## src/rtl/pwe_pkg.sv

```systemverilog
package pwe_pkg;
  typedef enum logic [1:0] {
    SQ_IDLE  = 2'd0,
    SQ_ERASE = 2'd1,
    SQ_PROG  = 2'd2,
    SQ_HOLD  = 2'd3
  } seq_state_e;

  localparam logic [7:0] ERASED_BYTE = 8'h00;
endpackage

```

## src/rtl/pwe_page_buf.sv

```systemverilog
module pwe_page_buf #(
  parameter int ADDR_W = 15,
  parameter int PAGE_W = 6
) (
  input  logic                     clk,
  input  logic                     rst_n,
  input  logic                     busy_i,
  input  logic                     release_i,
  input  logic                     cmd_start_i,
  input  logic [ADDR_W-1:0]        cmd_addr_i,
  input  logic                     byte_vld_i,
  input  logic [7:0]               byte_i,
  input  logic                     term_i,
  input  logic                     keep_i,
  input  logic [PAGE_W-1:0]        rd_idx_i,
  output logic [7:0]               rd_data_o,
  output logic                     rd_loaded_o,
  output logic [(1<<PAGE_W)-1:0]   mask_o,
  output logic [ADDR_W-PAGE_W-1:0] page_o,
  output logic                     open_o
);
  localparam int PAGE = 1 << PAGE_W;
  localparam int PG_W = ADDR_W - PAGE_W;

  logic [7:0]        slot_q [PAGE];
  logic [PAGE-1:0]   mask_q, mask_d;
  logic [PAGE_W-1:0] ptr_q, ptr_d;
  logic [PG_W-1:0]   page_q, page_d;
  logic              open_q, open_d;
  logic              take_cmd, take_byte, take_term;

  assign take_cmd  = cmd_start_i & ~busy_i;
  assign take_byte = byte_vld_i & open_q & ~busy_i & ~cmd_start_i;
  assign take_term = term_i & ~busy_i;

  always_comb begin
    mask_d = mask_q;
    ptr_d  = ptr_q;
    page_d = page_q;
    open_d = open_q;
    if (release_i) mask_d = '0;
    if (take_cmd) begin
      mask_d = '0;
      ptr_d  = cmd_addr_i[PAGE_W-1:0];
      page_d = cmd_addr_i[ADDR_W-1:PAGE_W];
      open_d = 1'b1;
    end else if (take_byte) begin
      mask_d[ptr_q] = 1'b1;
      ptr_d         = ptr_q + 1'b1;
    end else if (take_term) begin
      open_d = 1'b0;
      if (!keep_i) mask_d = '0;
    end
  end

  always_ff @(posedge clk or negedge rst_n) begin
    if (!rst_n) begin
      mask_q <= '0;
      ptr_q  <= '0;
      page_q <= '0;
      open_q <= 1'b0;
    end else begin
      mask_q <= mask_d;
      ptr_q  <= ptr_d;
      page_q <= page_d;
      open_q <= open_d;
    end
  end

  generate
    for (genvar g = 0; g < PAGE; g++) begin : g_slot
      always_ff @(posedge clk) begin
        if (take_byte && (ptr_q == g[PAGE_W-1:0])) slot_q[g] <= byte_i;
      end
    end
  endgenerate

  assign rd_data_o   = slot_q[rd_idx_i];
  assign rd_loaded_o = mask_q[rd_idx_i];
  assign mask_o      = mask_q;
  assign page_o      = page_q;
  assign open_o      = open_q;


  mask_frozen_chk: assert property (@(posedge clk) disable iff (!rst_n)
    busy_i && $past(busy_i) |-> $stable(mask_q));
endmodule

```

## src/rtl/pwe_seq.sv

```systemverilog
module pwe_seq #(
  parameter int ADDR_W    = 15,
  parameter int PAGE_W    = 6,
  parameter int CYCLE_LEN = 500000
) (
  input  logic                     clk,
  input  logic                     rst_n,
  input  logic                     start_i,
  input  logic [ADDR_W-PAGE_W-1:0] page_i,
  input  logic [7:0]               rd_data_i,
  input  logic                     rd_loaded_i,
  output logic [PAGE_W-1:0]        rd_idx_o,
  output logic                     arr_we_o,
  output logic [ADDR_W-1:0]        arr_addr_o,
  output logic [7:0]               arr_wdata_o,
  output logic                     busy_o,
  output logic                     done_o
);
  import pwe_pkg::*;

  localparam int TMR_W = $clog2(CYCLE_LEN + 1);
  localparam logic [PAGE_W-1:0] LAST_IDX = {PAGE_W{1'b1}};
  localparam logic [TMR_W-1:0]  TMR_END  = TMR_W'(CYCLE_LEN - 1);

  seq_state_e        st_q, st_d;
  logic [PAGE_W-1:0] idx_q, idx_d;
  logic [TMR_W-1:0]  tmr_q, tmr_d;
  logic              done_q, done_d;
  logic              walking;

  assign walking = (st_q == SQ_ERASE) || (st_q == SQ_PROG);

  always_comb begin
    st_d   = st_q;
    idx_d  = idx_q;
    tmr_d  = tmr_q;
    done_d = 1'b0;
    unique case (st_q)
      SQ_IDLE: begin
        if (start_i) begin
          st_d  = SQ_ERASE;
          idx_d = '0;
          tmr_d = '0;
        end
      end
      SQ_ERASE: begin
        tmr_d = tmr_q + 1'b1;
        idx_d = idx_q + 1'b1;
        if (idx_q == LAST_IDX) st_d = SQ_PROG;
      end
      SQ_PROG: begin
        tmr_d = tmr_q + 1'b1;
        idx_d = idx_q + 1'b1;
        if (idx_q == LAST_IDX) st_d = SQ_HOLD;
      end
      SQ_HOLD: begin
        tmr_d = tmr_q + 1'b1;
        if (tmr_q == TMR_END) begin
          st_d   = SQ_IDLE;
          done_d = 1'b1;
        end
      end
      default: st_d = SQ_IDLE;
    endcase
  end

  always_ff @(posedge clk or negedge rst_n) begin
    if (!rst_n) begin
      st_q   <= SQ_IDLE;
      idx_q  <= '0;
      tmr_q  <= '0;
      done_q <= 1'b0;
    end else begin
      st_q   <= st_d;
      idx_q  <= idx_d;
      tmr_q  <= tmr_d;
      done_q <= done_d;
    end
  end

  assign rd_idx_o    = idx_q;
  assign arr_we_o    = walking & rd_loaded_i;
  assign arr_addr_o  = {page_i, idx_q};
  assign arr_wdata_o = (st_q == SQ_ERASE) ? ERASED_BYTE : rd_data_i;
  assign busy_o      = (st_q != SQ_IDLE);
  assign done_o      = done_q;


  start_cause_chk: assert property (@(posedge clk) disable iff (!rst_n)
    $rose(busy_o) |-> $past(start_i));

  done_after_busy_chk: assert property (@(posedge clk) disable iff (!rst_n)
    done_o |-> !busy_o && $past(busy_o));

  busy_bound_chk: assert property (@(posedge clk) disable iff (!rst_n)
    busy_o |-> tmr_q < TMR_W'(CYCLE_LEN));
endmodule

```

## src/rtl/pwe_top.sv

```systemverilog
module pwe_top #(
  parameter int ADDR_W    = 15,
  parameter int PAGE_W    = 6,
  parameter int CYCLE_LEN = 500000
) (
  input  logic              clk,
  input  logic              rst_n,
  input  logic              cmd_start_i,
  input  logic [ADDR_W-1:0] cmd_addr_i,
  input  logic              byte_vld_i,
  input  logic [7:0]        byte_i,
  input  logic              term_i,
  input  logic              term_aligned_i,
  output logic              arr_we_o,
  output logic [ADDR_W-1:0] arr_addr_o,
  output logic [7:0]        arr_wdata_o,
  output logic              busy_o,
  output logic              done_o
);
  localparam int PAGE = 1 << PAGE_W;
  localparam int PG_W = ADDR_W - PAGE_W;

  logic [PAGE_W-1:0] rd_idx;
  logic [7:0]        rd_data;
  logic              rd_loaded;
  logic [PAGE-1:0]   ld_mask;
  logic [PG_W-1:0]   page;
  logic              open;
  logic              start_ok;

  assign start_ok = term_i & term_aligned_i & ~busy_o & open & (|ld_mask);

  pwe_page_buf #(.ADDR_W(ADDR_W), .PAGE_W(PAGE_W)) i_buf (
    .clk         (clk),
    .rst_n       (rst_n),
    .busy_i      (busy_o),
    .release_i   (done_o),
    .cmd_start_i (cmd_start_i),
    .cmd_addr_i  (cmd_addr_i),
    .byte_vld_i  (byte_vld_i),
    .byte_i      (byte_i),
    .term_i      (term_i),
    .keep_i      (start_ok),
    .rd_idx_i    (rd_idx),
    .rd_data_o   (rd_data),
    .rd_loaded_o (rd_loaded),
    .mask_o      (ld_mask),
    .page_o      (page),
    .open_o      (open)
  );

  pwe_seq #(.ADDR_W(ADDR_W), .PAGE_W(PAGE_W), .CYCLE_LEN(CYCLE_LEN)) i_seq (
    .clk         (clk),
    .rst_n       (rst_n),
    .start_i     (start_ok),
    .page_i      (page),
    .rd_data_i   (rd_data),
    .rd_loaded_i (rd_loaded),
    .rd_idx_o    (rd_idx),
    .arr_we_o    (arr_we_o),
    .arr_addr_o  (arr_addr_o),
    .arr_wdata_o (arr_wdata_o),
    .busy_o      (busy_o),
    .done_o      (done_o)
  );


  staged_only_chk: assert property (@(posedge clk) disable iff (!rst_n)
    arr_we_o |-> busy_o && ld_mask[arr_addr_o[PAGE_W-1:0]]);

  no_start_unaligned_chk: assert property (@(posedge clk) disable iff (!rst_n)
    term_i && !term_aligned_i && !busy_o |=> !busy_o);
endmodule

```

## config.mk

```make
export PLATFORM = sky130hd
export DESIGN_NAME = pwe_top
export DESIGN_NICKNAME = d
export VERILOG_FILES = /design/src/rtl/pwe_pkg.sv /design/src/rtl/pwe_page_buf.sv /design/src/rtl/pwe_seq.sv /design/src/rtl/pwe_top.sv
export SDC_FILE = /design/constraint.sdc
export NUM_CORES = 1
export LEC_CHECK = 0
export BUFFER_PORTS_ARGS = -buffer_cell sky130_fd_sc_hd__buf_2
export CAP_MARGIN = 5
export CORE_UTILIZATION = 62
export DETAILED_ROUTE_END_ITERATION = 12
export GPL_TIMING_DRIVEN = 0
export PLACE_DENSITY_LB_ADDON = 0.08
export REMOVE_ABC_BUFFERS = 1
export SYNTH_ARGS = -nofsm -noshare
export SYNTH_HDL_FRONTEND = slang
export SYNTH_SLANG_ARGS = --single-unit
```

## constraint.sdc

```tcl
create_clock -name clk -period 3.55 [get_ports clk]
set_input_delay 0.71 -clock clk [delete_from_list [all_inputs] [get_ports clk]]
set_output_delay 0.71 -clock clk [all_outputs]
set_load 0.05 [all_outputs]
```

==> impl_metrics.env, run 1 <==
export IMPL_worstMarginPinSlew_ns=1.31
export IMPL_grt_max_degree=68
export IMPL_synth_edf_count=512
export IMPL_vdd_drop_max_mv=0.419
export IMPL_fin_worst_skew_ns=0.0262
export IMPL_critPathArrivalTime_ns=3.14
export IMPL_cts_tree="done"
export IMPL_slowest_delay_ns=0.87
export IMPL_fin_cells=2099
export IMPL_grt_overflow=0
export IMPL_fmax_mhz=260
export IMPL_syn_cell_area_sq_um=25300
export IMPL_drive_gt1_share_pct=27.5
export IMPL_io_buffers=54
export IMPL_layout_setup_ws_ns=-0.303
export IMPL_fin_nets=1568
export IMPL_multi_input_area_sq_um=7120
export IMPL_via_per_inst=6.79
export IMPL_worstSetupEndpointType="primary output"
export IMPL_remaining_drc_errors=0
export IMPL_p_leak_nw=9.87
export IMPL_dp_cells=1964
export IMPL_p_per_area_nw_per_um2=502
export IMPL_finalSetupViolCount=9
export IMPL_crit_chain="nand2b_1 -> a21oi_1 -> nand3_1 -> nand3_1 -> a21oi_1 -> buf_2"
export IMPL_cts_buffers=60
export IMPL_hold_slack_ns=0.0945
export IMPL_grt_use_total_pct=29.5
export IMPL_criticalPathCategory="register to primary output"
export IMPL_start_kind="register"
export IMPL_antenna_cells=0
export IMPL_tns_ns=-2.17
export IMPL_first_pass_iters=6
export IMPL_vias=14300
export IMPL_status="finished, violations left"
export IMPL_grt_pass1_vias=14100
export IMPL_pwr_share_seq_pct=54.4
export IMPL_violations="setup timing"
export IMPL_core_area_sq_um=40000
export IMPL_ys_warn_count=0
export IMPL_cts_hold_buffers_added=0
export IMPL_avgSynthCellArea_sq_um=17.1
export IMPL_cts_buffer_depth=3
export IMPL_synthTopCellsByArea="edfxtp_1, mux4_2, dfrtp_1, a22oi_1, nor2_1"
export IMPL_finalHoldViolCount=0
export IMPL_ctsRootBufferMaster="clkbuf_16"
export IMPL_area_growth_pct=14.0
export IMPL_dieHeight_um=204
export IMPL_die_width_um=204
export IMPL_yosysTopAreaCell="edfxtp_1"
export IMPL_relSlewSlack_pct=12.3
export IMPL_cts_clk_slew_worst_paths_ns=0.06
export IMPL_regArea_sq_um=18100
export IMPL_async_flop_share_pct=17.4
export IMPL_start_util_pct=63.3
export IMPL_yosys_area_top_type_share_pct=60.8
export IMPL_critPathTopFamily="simple AND/OR/NAND/NOR gates"
export IMPL_r2r_slack_ns=0.14
export IMPL_placed_area_sq_um=26000
export IMPL_sw_frac_of_total_pct=19.0
export IMPL_antenna_found_initial=0
export IMPL_fillers=2408
export IMPL_place_gp_congestion=0.843
export IMPL_clock_latency_ns=0.62
export IMPL_pin_count=55
export IMPL_required_ns=2.84
export IMPL_critPathSlowestCell="dfrtp_2"
export IMPL_ctsHtreeMaxLevel=2
export IMPL_dpl_worst_slack_ns=-0.621
export IMPL_grt_pass1_wl_mm=88.7
export IMPL_synthFlopType="edfxtp_1"
export IMPL_dp_hpwl_mm=33.7
export IMPL_p_int_mw=11.8
export IMPL_die_area_sq_um=41600
export IMPL_drt_iter0_markers=1687
export IMPL_clock_power_share_pct=44.6
export IMPL_p_switching_mw=2.75
export IMPL_min_period_ns=3.85
export IMPL_wl_per_cell_um=28.8
export IMPL_rsz0062_at_grt="yes"
export IMPL_std_cell_rows=73
export IMPL_yosys_register_bits=620
export IMPL_synthDistinctLibCells=51
export IMPL_yosysSeqAreaShare_pct=71.4
export IMPL_comb_power_share_pct=1.0
export IMPL_clock_sinks=620
export IMPL_period_share_pct=109
export IMPL_hold_path_class="input port to async pin"
export IMPL_routed_wirelength_mm=60.5
export IMPL_ant_nets=0
export IMPL_syn_inst=1476
export IMPL_maxCapViolCount=0
export IMPL_slew_viol_final=0
export IMPL_worstPathMaxFanout=27
export IMPL_cp_num_buf_inv=1
export IMPL_final_cell_area_sq_um=28900
[final timing paths]
kind	cells after the start	to	from
min in group clk	3	i_buf.page_o[4]$_DFFE_PN0P_	cmd_addr_i[10]
max in group asynchronous	2	i_buf.mask_o[45]$_DFF_PN0_	rst_n
worst min register to register	2	i_buf.page_o[8]$_DFFE_PN0P_	i_buf.page_o[8]$_DFFE_PN0P_
worst max register to register	6	i_buf.slot_q[9][7]$_DFFE_PP_	i_seq.st_q[0]$_DFFE_PN0P_
worst min-delay path	1	i_seq.tmr_q[8]$_DFFE_PN0P_	rst_n
worst max-delay path	6	arr_we_o	i_seq.rd_idx_o[4]$_DFFE_PN0P_
[cell type report]
cell class / instances / area share, %
Clock buffer: 75 / 5.47
Clock inverter: 33 / 1.43
Inverter: 10 / 0.130
Multi-Input combinational cell: 748 / 24.7
Sequential cell: 620 / 62.7
Tap cell: 525 / 2.28
Timing Repair Buffer: 88 / 3.34
[cells in the mapped netlist (2+ instances only)]
library cell,number
buf_6,7
edfxtp_1,512
nand4_1,15
or3_1,3
a31oi_1,7
nor3_1,19
nor2b_1,7
a32oi_1,4
a21o_1,2
and4_1,2
o41ai_1,3
o21ai_0,31
and2_1,6
nor4b_1,4
a221o_1,11
o211ai_1,2
buf_2,20
clkbuf_1,48
or4_1,2
nand3b_1,2
a21oi_1,15
mux2_2,20
or2_2,2
ha_1,11
nand2b_1,7
nand2_1,83
a211o_1,3
o31ai_1,9
nand3_1,19
dfrtp_1,108
nor2_1,161
and3_1,11
buf_1,24
nor4_1,19
inv_1,9
a22oi_1,110
mux4_2,144
[timing repair]
item,CTS,global route
setup buffers,18,0
pin swaps,15,5
cloned,5,3
hold endpoints to repair,0,0
setup endpoints to repair,329,297
gates resized for setup,86,46
[registers in the layout (all words and copies together) (netlist names)]
| name | cells |
|---|---|
| i_seq.tmr_q | 19 |
| i_buf.open_o | 1 |
| i_seq.done_o | 1 |
| i_buf.page_o | 9 |
| i_seq.st_q | 2 |
| i_buf.ptr_q | 6 |
| i_seq.rd_idx_o | 6 |
| i_buf.slot_q | 512 |
| i_buf.mask_o | 64 |
[through the flow]
stage | power (mW) | utilization (%)
2_1_floorplan | 8.04 | -
3_3_place_gp | 8.17 | 64.4
3_5_place_dp | 8.18 | 65.0
4_1_cts | 14.6 | 71.6
5_1_grt | 14.8 | 72.1
6_report | 14.5 | 72.1
[routing by layer]
layer / vias up / wire length [um] / part of all wire [%] / global-route usage, %
met5: - / 0 / 0 / 0
met4: 0 / 1980 / 3.3 / 10.7
met3: 133 / 5230 / 8.6 / 5.44
met2: 713 / 29500 / 49 / 45.5
met1: 7377 / 23800 / 39 / 42.9
li1: 6038 / - / - / -
[power by group through the flow]
| stage | Sequential (mW) | Clock (mW) | Combinational [mW] |
|---|---|---|---|
| floorplan | 8.03 | 0 | 0.00177 |
| global placement | 8.04 | 0 | 0.133 |
| detailed placement | 8.04 | 0 | 0.145 |
| CTS | 7.88 | 6.52 | 0.146 |
| global route | 7.88 | 6.78 | 0.160 |
| finish | 7.88 | 6.47 | 0.147 |
[cells in the final DEF (no fill, tap or decap), types with 5 or more instances in the layout]
| master | Yosys | layout |
|---|---|---|
| a21oi_1 | 15 | 7 |
| a21oi_2 | 0 | 8 |
| a221o_1 | 11 | 11 |
| a22oi_1 | 110 | 106 |
| a31oi_1 | 7 | 7 |
| and2_1 | 6 | 5 |
| and3_1 | 11 | 11 |
| buf_12 | 0 | 7 |
| buf_16 | 0 | 10 |
| buf_2 | 20 | 45 |
| buf_4 | 1 | 9 |
| buf_6 | 7 | 10 |
| bufinv_16 | 0 | 10 |
| clkbuf_1 | 48 | 14 |
| clkbuf_16 | 0 | 62 |
| clkinv_1 | 0 | 9 |
| clkinv_2 | 0 | 9 |
| dfrtp_1 | 108 | 103 |
| edfxtp_1 | 512 | 512 |
| ha_1 | 11 | 11 |
| inv_1 | 9 | 9 |
| mux2_2 | 20 | 8 |
| mux2_4 | 0 | 12 |
| mux4_2 | 144 | 144 |
| nand2_1 | 83 | 81 |
| nand2b_1 | 7 | 7 |
| nand3_1 | 19 | 18 |
| nand4_1 | 15 | 15 |
| nor2_1 | 161 | 116 |
| nor2_2 | 0 | 45 |
| nor2b_2 | 0 | 5 |
| nor3_1 | 19 | 10 |
| nor3_2 | 0 | 8 |
| nor4_1 | 19 | 19 |
| o21ai_0 | 31 | 23 |
| o21ai_2 | 0 | 6 |
| o31ai_1 | 9 | 9 |
[logic make-up after synthesis]
family / after synthesis / synth area share [%]
buffers and inverters: 110 / 1.95
AO/OA/AOI/OAI: 207 / 5.86
flip-flops: 620 / 71.4
multiplexers: 165 / 13.7
adder cells (fa/ha/maj): 11 / 0.544
AND/OR/NAND/NOR: 363 / 6.46
No activity file was read; power rests on OpenSTA's default activity.
==> run 2: changes to the inputs <==
==> constraint.sdc (replaced) <==
create_clock -name clk -period 3.55 [get_ports clk]
set_input_delay 0.355 -clock clk [delete_from_list [all_inputs] [get_ports clk]]
set_output_delay 0.355 -clock clk [all_outputs]
set_load 0.05 [all_outputs]
==> impl_metrics.env, run 2 (same netlist as run 1, synthesis figures left out) <==
export IMPL_rsz0062_at_grt="yes"
export IMPL_p_per_area_nw_per_um2=505
export IMPL_place_gp_congestion=0.843
export IMPL_ant_nets=0
export IMPL_start_util_pct=63.3
export IMPL_r2r_slack_ns=-0.05
export IMPL_first_pass_iters=5
export IMPL_regArea_sq_um=18100
export IMPL_busiest_layer="met2"
export IMPL_remaining_drc_errors=0
export IMPL_period_share_pct=101
export IMPL_cts_buffers=60
export IMPL_worstMarginPinSlew_ns=1.31
export IMPL_use_met2_pct=46.0
export IMPL_cts_tree="done"
export IMPL_start_kind="register"
export IMPL_gr_usage_met3_pct=5.33
export IMPL_cts_clk_slew_worst_paths_ns=0.06
export IMPL_dp_hpwl_mm=33.7
export IMPL_cts_buffer_depth=3
export IMPL_fin_nets=1579
export IMPL_hold_path_startpoint="cmd_addr_i[0]"
export IMPL_antenna_cells=0
export IMPL_grt_use_total_pct=29.3
export IMPL_min_period_ns=3.60
export IMPL_io_buffers=54
export IMPL_worstSetupEndpointType="register"
export IMPL_ff2ff_path_depth=6
export IMPL_criticalPathCategory="register to register"
export IMPL_routed_wirelength_mm=60.0
export IMPL_fmax_mhz=278
export IMPL_via_per_inst=6.74
export IMPL_finalHoldViolCount=0
export IMPL_pin_count=55
export IMPL_fin_worst_skew_ns=0.0274
export IMPL_violations="setup timing"
export IMPL_status="finished, violations left"
export IMPL_final_cell_area_sq_um=28700
export IMPL_critPathArrivalTime_ns=3.82
export IMPL_std_cell_rows=73
export IMPL_fillers=2432
export IMPL_wl_per_cell_um=28.5
export IMPL_largest_reg_flops=512
export IMPL_largest_register="i_buf.slot_q"
export IMPL_clock_latency_ns=0.62
export IMPL_finalSetupViolCount=24
export IMPL_core_area_sq_um=40000
export IMPL_layout_common_cells="edfxtp_1, mux4_2, nor2_1"
export IMPL_grt_overflow=0
export IMPL_drive_gt1_share_pct=26.1
export IMPL_ctsHtreeMaxLevel=2
export IMPL_grt_pass1_vias=14000
export IMPL_die_area_sq_um=41600
export IMPL_layout_setup_ws_ns=-0.0485
export IMPL_antenna_found_initial=0
export IMPL_p_leak_nw=9.79
export IMPL_area_growth_pct=13.6
export IMPL_required_ns=3.77
export IMPL_worstPathMaxFanout=18
export IMPL_drt_iter0_markers=1516
export IMPL_grt_pass1_wl_mm=88.3
export IMPL_hold_path_class="input port to register"
export IMPL_grt_max_degree=68
export IMPL_vdd_drop_max_mv=0.419
export IMPL_whs_path_depth=2
export IMPL_gr_usage_met1_pct=42.4
export IMPL_hold_end="i_buf.ptr_q[0]$_DFFE_PN0P_"
export IMPL_ctsRootBufferMaster="clkbuf_16"
export IMPL_final_common_cell="edfxtp_1"
export IMPL_placed_area_sq_um=26000
export IMPL_r2r_start="i_seq.st_q[0]$_DFFE_PN0P_"
export IMPL_vias=14200
export IMPL_maxCapViolCount=0
export IMPL_hold_slack_ns=0.0253
export IMPL_slew_viol_final=0
export IMPL_multi_input_area_sq_um=6970
export IMPL_clock_sinks=620
export IMPL_regToRegEndpoint="i_buf.slot_q[15][5]$_DFFE_PP_"
export IMPL_die_width_um=204
export IMPL_relSlewSlack_pct=12.9
export IMPL_dieHeight_um=204
[run 2: cell count changes in the layout (fill, tap and decap cells not counted), moves of 5 or more]
cell / before / now
buf_4: 9 / 16
buf_6: 10 / 3
dlygate4sd3_1: 0 / 15
mux2_2: 8 / 20
mux2_4: 12 / 0
nor3_1: 10 / 15
o21ai_1: 1 / 6
[run 2: repair_timing]
item / CTS / global route
hold buffers: 15 / 0
buffers inserted: 10 / 6
endpoints found under the hold margin: 55 / 0
pin swaps: 0 / 3
endpoints found under the setup margin: 329 / 420
gates cloned: 3 / 3
gates resized for setup: 28 / 63
[run 2: how the worst max path moves through the flow]
stage | startpoint | end | slack, ns | depth (start not counted)
finish | i_seq.st_q[0]$_DFFE_PN0P_ | i_buf.slot_q[15][5]$_DFFE_PP_ | -0.05 | 6
global route | i_seq.st_q[0]$_DFFE_PN0P_ | i_buf.slot_q[5][6]$_DFFE_PP_ | -0.18 | 6
CTS | i_seq.st_q[0]$_DFFE_PN0P_ | i_buf.slot_q[25][6]$_DFFE_PP_ | -0.12 | 6
detailed placement | i_seq.st_q[0]$_DFFE_PN0P_ | i_buf.slot_q[25][4]$_DFFE_PP_ | -0.62 | 6
global placement | i_seq.rd_idx_o[0]$_DFFE_PN0P_ | arr_wdata_o[6] | -5.47 | 6
floorplan | i_seq.rd_idx_o[0]$_DFFE_PN0P_ | arr_wdata_o[0] | -3.46 | 5
[run 2: cell type report]
type / count / area share (%)
clock inverter: 33 / 1.44
tap: 525 / 2.29
clock buffer: 75 / 5.49
sequential: 620 / 62.9
multi-input combinational: 747 / 24.2
timing repair buffer: 100 / 3.47
inverter: 10 / 0.131
[run 2: metrics by stage]
stage | total power, mW | cells | TNS (ns) | utilization (%) | setup WS (ns)
3_5_place_dp | 8.18 | 1964 | -160.57 | 65.0 | -0.621
6_report | 14.5 | 2110 | -0.838 | 71.9 | -0.0485
5_1_grt | 14.8 | 2110 | -4.68 | 71.9 | -0.179
4_1_cts | 14.6 | 2100 | -3.45 | 71.1 | -0.120
3_3_place_gp | 8.17 | 1955 | -232.32 | 64.4 | -5.47
2_1_floorplan | 8.04 | 1376 | -49.56 | - | -3.46
[run 2: worst max-delay path: stages (launching register included)]
cell and delay (ns):
dfrtp_1 0.40, inv_1 0.15, ha_1 0.29, inv_1 0.21, or3_1 0.58, or3_1 0.81, nor2_1 0.74
[run 2: routing by layer]
| metal | share of wire, % | vias up | wire, um |
|---|---|---|---|
| li1 | - | 6057 | - |
| met1 | 40 | 7361 | 23800 |
| met2 | 49 | 677 | 29400 |
| met3 | 8.5 | 121 | 5100 |
| met4 | 2.9 | 0 | 1740 |
| met5 | 0 | - | 0 |
[run 2: power by group]
| part | switching [mW] | internal [mW] |
|---|---|---|
| combinational | 0.133 | 0.0269 |
| clock | 2.62 | 3.85 |
| sequential | 0.000556 | 7.88 |
| total | 2.76 | 11.8 |
==> run 3: changes to the inputs <==
Settings changed: CORE_MARGIN from default to 2.
==> impl_metrics.env, run 3 (same netlist as run 1, synthesis figures left out) <==
export IMPL_grt_use_total_pct=28.6
export IMPL_final_common_cell="edfxtp_1"
export IMPL_clock_sinks=620
export IMPL_cts_buffer_depth=3
export IMPL_die_width_um=206
export IMPL_area_growth_pct=13.3
export IMPL_cp_num_buf_inv=2
export IMPL_fin_worst_skew_ns=0.0228
export IMPL_rsz0062_at_grt="yes"
export IMPL_first_pass_iters=6
export IMPL_routed_wirelength_mm=59.8
export IMPL_grt_pass1_vias=14000
export IMPL_violations="setup timing"
export IMPL_std_cell_rows=74
export IMPL_hold_path_class="input port to register"
export IMPL_drive_gt1_share_pct=24.4
export IMPL_crit_chain="inv_1 -> ha_1 -> inv_1 -> or3_1 -> or3_1 -> nor2_1"
export IMPL_vias=14200
export IMPL_worstSetupEndpointType="register"
export IMPL_pin_count=55
export IMPL_largest_register="i_buf.slot_q"
export IMPL_finalSetupViolCount=40
export IMPL_vdd_drop_max_mv=0.438
export IMPL_via_per_inst=6.74
export IMPL_dp_cells=1972
export IMPL_grt_max_degree=69
export IMPL_dpl_worst_slack_ns=-0.654
export IMPL_worstMarginPinSlew_ns=1.26
export IMPL_slowest_delay_ns=0.88
export IMPL_utilization_pct=70.7
export IMPL_ctsRootBufferMaster="clkbuf_16"
export IMPL_criticalPathCategory="register to register"
export IMPL_ant_nets=0
export IMPL_critPathSlowestCell="nor2_1"
export IMPL_slew_viol_final=0
export IMPL_relSlewSlack_pct=15.6
export IMPL_min_period_ns=3.65
export IMPL_worstPathMaxFanout=18
export IMPL_dp_hpwl_mm=34.3
export IMPL_finalHoldViolCount=0
export IMPL_required_ns=3.76
export IMPL_place_gp_congestion=0.842
export IMPL_largest_reg_flops=512
export IMPL_antenna_found_initial=1
export IMPL_cts_tree="done"
export IMPL_critPathArrivalTime_ns=3.86
export IMPL_p_per_area_nw_per_um2=502
export IMPL_cts_clk_slew_worst_paths_ns=0.07
export IMPL_fin_cells=2114
export IMPL_ctsHtreeMaxLevel=2
export IMPL_p_leak_nw=9.81
export IMPL_layout_setup_ws_ns=-0.0964
export IMPL_cts_buffers=59
export IMPL_layout_common_cells="edfxtp_1, mux4_2, nor2_1"
export IMPL_crit_cells=6
export IMPL_critPathTopFamily="simple AND/OR/NAND/NOR gates"
export IMPL_core_area_sq_um=40600
export IMPL_fin_nets=1573
export IMPL_grt_pass1_wl_mm=87.4
export IMPL_period_share_pct=103
export IMPL_remaining_drc_errors=0
export IMPL_fmax_mhz=274
export IMPL_ff2ff_path_depth=6
export IMPL_start_util_pct=62.4
export IMPL_whs_path_depth=2
export IMPL_die_area_sq_um=42500
export IMPL_grt_overflow=0
export IMPL_io_buffers=54
export IMPL_status="finished, violations left"
export IMPL_maxCapViolCount=0
export IMPL_clock_latency_ns=0.61
export IMPL_start_kind="register"
export IMPL_dieHeight_um=206
export IMPL_wl_per_cell_um=28.3
export IMPL_drt_iter0_markers=1747
run 3: changes by cell type in the layout (fill, tap and decap cells not counted), sizes merged:
cell,before,now
bufinv,10,6
a31o,1,2
buf,81,77
a41oi,3,2
clkinvlp,5,3
diode,0,1
clkinv,18,17
clkbuf,78,85
run 3: worst register-to-register path, cell delays in order, from the launching register on:
cell and delay [ns]:
dfrtp_1 0.40, inv_1 0.13, ha_1 0.32, inv_1 0.17, or3_1 0.59, or3_1 0.74
nor2_1 0.89
run 3: area by class of cell:
| type | count | area, sq um |
|---|---|---|
| clock buffers | 83 | 1680 |
| diodes | 1 | 2.50 |
| flip-flops and latches | 620 | 18100 |
| multi-input cells | 747 | 6930 |
| repair buffers | 95 | 983 |
| clock inverters | 26 | 279 |
| well taps | 532 | 666 |
| inverters | 10 | 37.5 |
| fillers | 2561 | 11900 |
run 3: stage by stage:
stage / power (mW) / area, sq um / hold slack (ns) / TNS [ns]
after floorplan: 8.04 / 24900 / 0.0594 / -49.56
after global placement: 8.17 / 25800 / 0.456 / -227.94
after detailed placement: 8.18 / 26000 / 0.458 / -153.34
after CTS: 14.5 / 28500 / 0.0125 / -9.38
after global routing: 14.7 / 28700 / 0.0513 / -16.48
final: 14.4 / 28700 / 0.0369 / -2.05
run 3: where the power goes:
group / leakage, nW / switching, mW / internal (mW) / total (mW)
sequential: 6.05 / 0.000627 / 7.88 / 7.88
combinational: 2.80 / 0.128 / 0.0255 / 0.154
clock: 0.956 / 2.63 / 3.71 / 6.34
run 3: metal layers:
| layer | up-vias | GRT usage [%] | routed length [um] |
|---|---|---|---|
| li1 | 6058 | - | - |
| met1 | 7437 | 40.6 | 23500 |
| met2 | 621 | 44.4 | 29000 |
| met3 | 128 | 6.09 | 5160 |
| met4 | 0 | 10.5 | 2080 |
| met5 | - | 0 | 0 |
run 3: what timing repair did:
item,in CTS,in global routing
hold buffers,15,0
setup buffers,6,4
pin swaps,0,2
hold endpoints to repair,81,0
gates resized for setup,29,41
setup endpoints to repair,329,448
cloned,5,2
run 3: final timing paths:
kind | from | to | slack (ns)
setup reg to reg | i_seq.st_q[0]$_DFFE_PN0P_ | i_buf.slot_q[11][0]$_DFFE_PP_ | -0.1
hold reg to reg | i_buf.page_o[5]$_DFFE_PN0P_ | i_buf.page_o[5]$_DFFE_PN0P_ | 0.47
max in group asynchronous | rst_n | i_buf.page_o[6]$_DFFE_PN0P_ | 2.35
setup / recovery | i_seq.st_q[0]$_DFFE_PN0P_ | i_buf.slot_q[11][0]$_DFFE_PP_ | -0.1
hold / removal | cmd_addr_i[4] | i_buf.ptr_q[4]$_DFFE_PN0P_ | 0.04
min in group asynchronous | rst_n | i_seq.tmr_q[11]$_DFFE_PN0P_ | 0.44
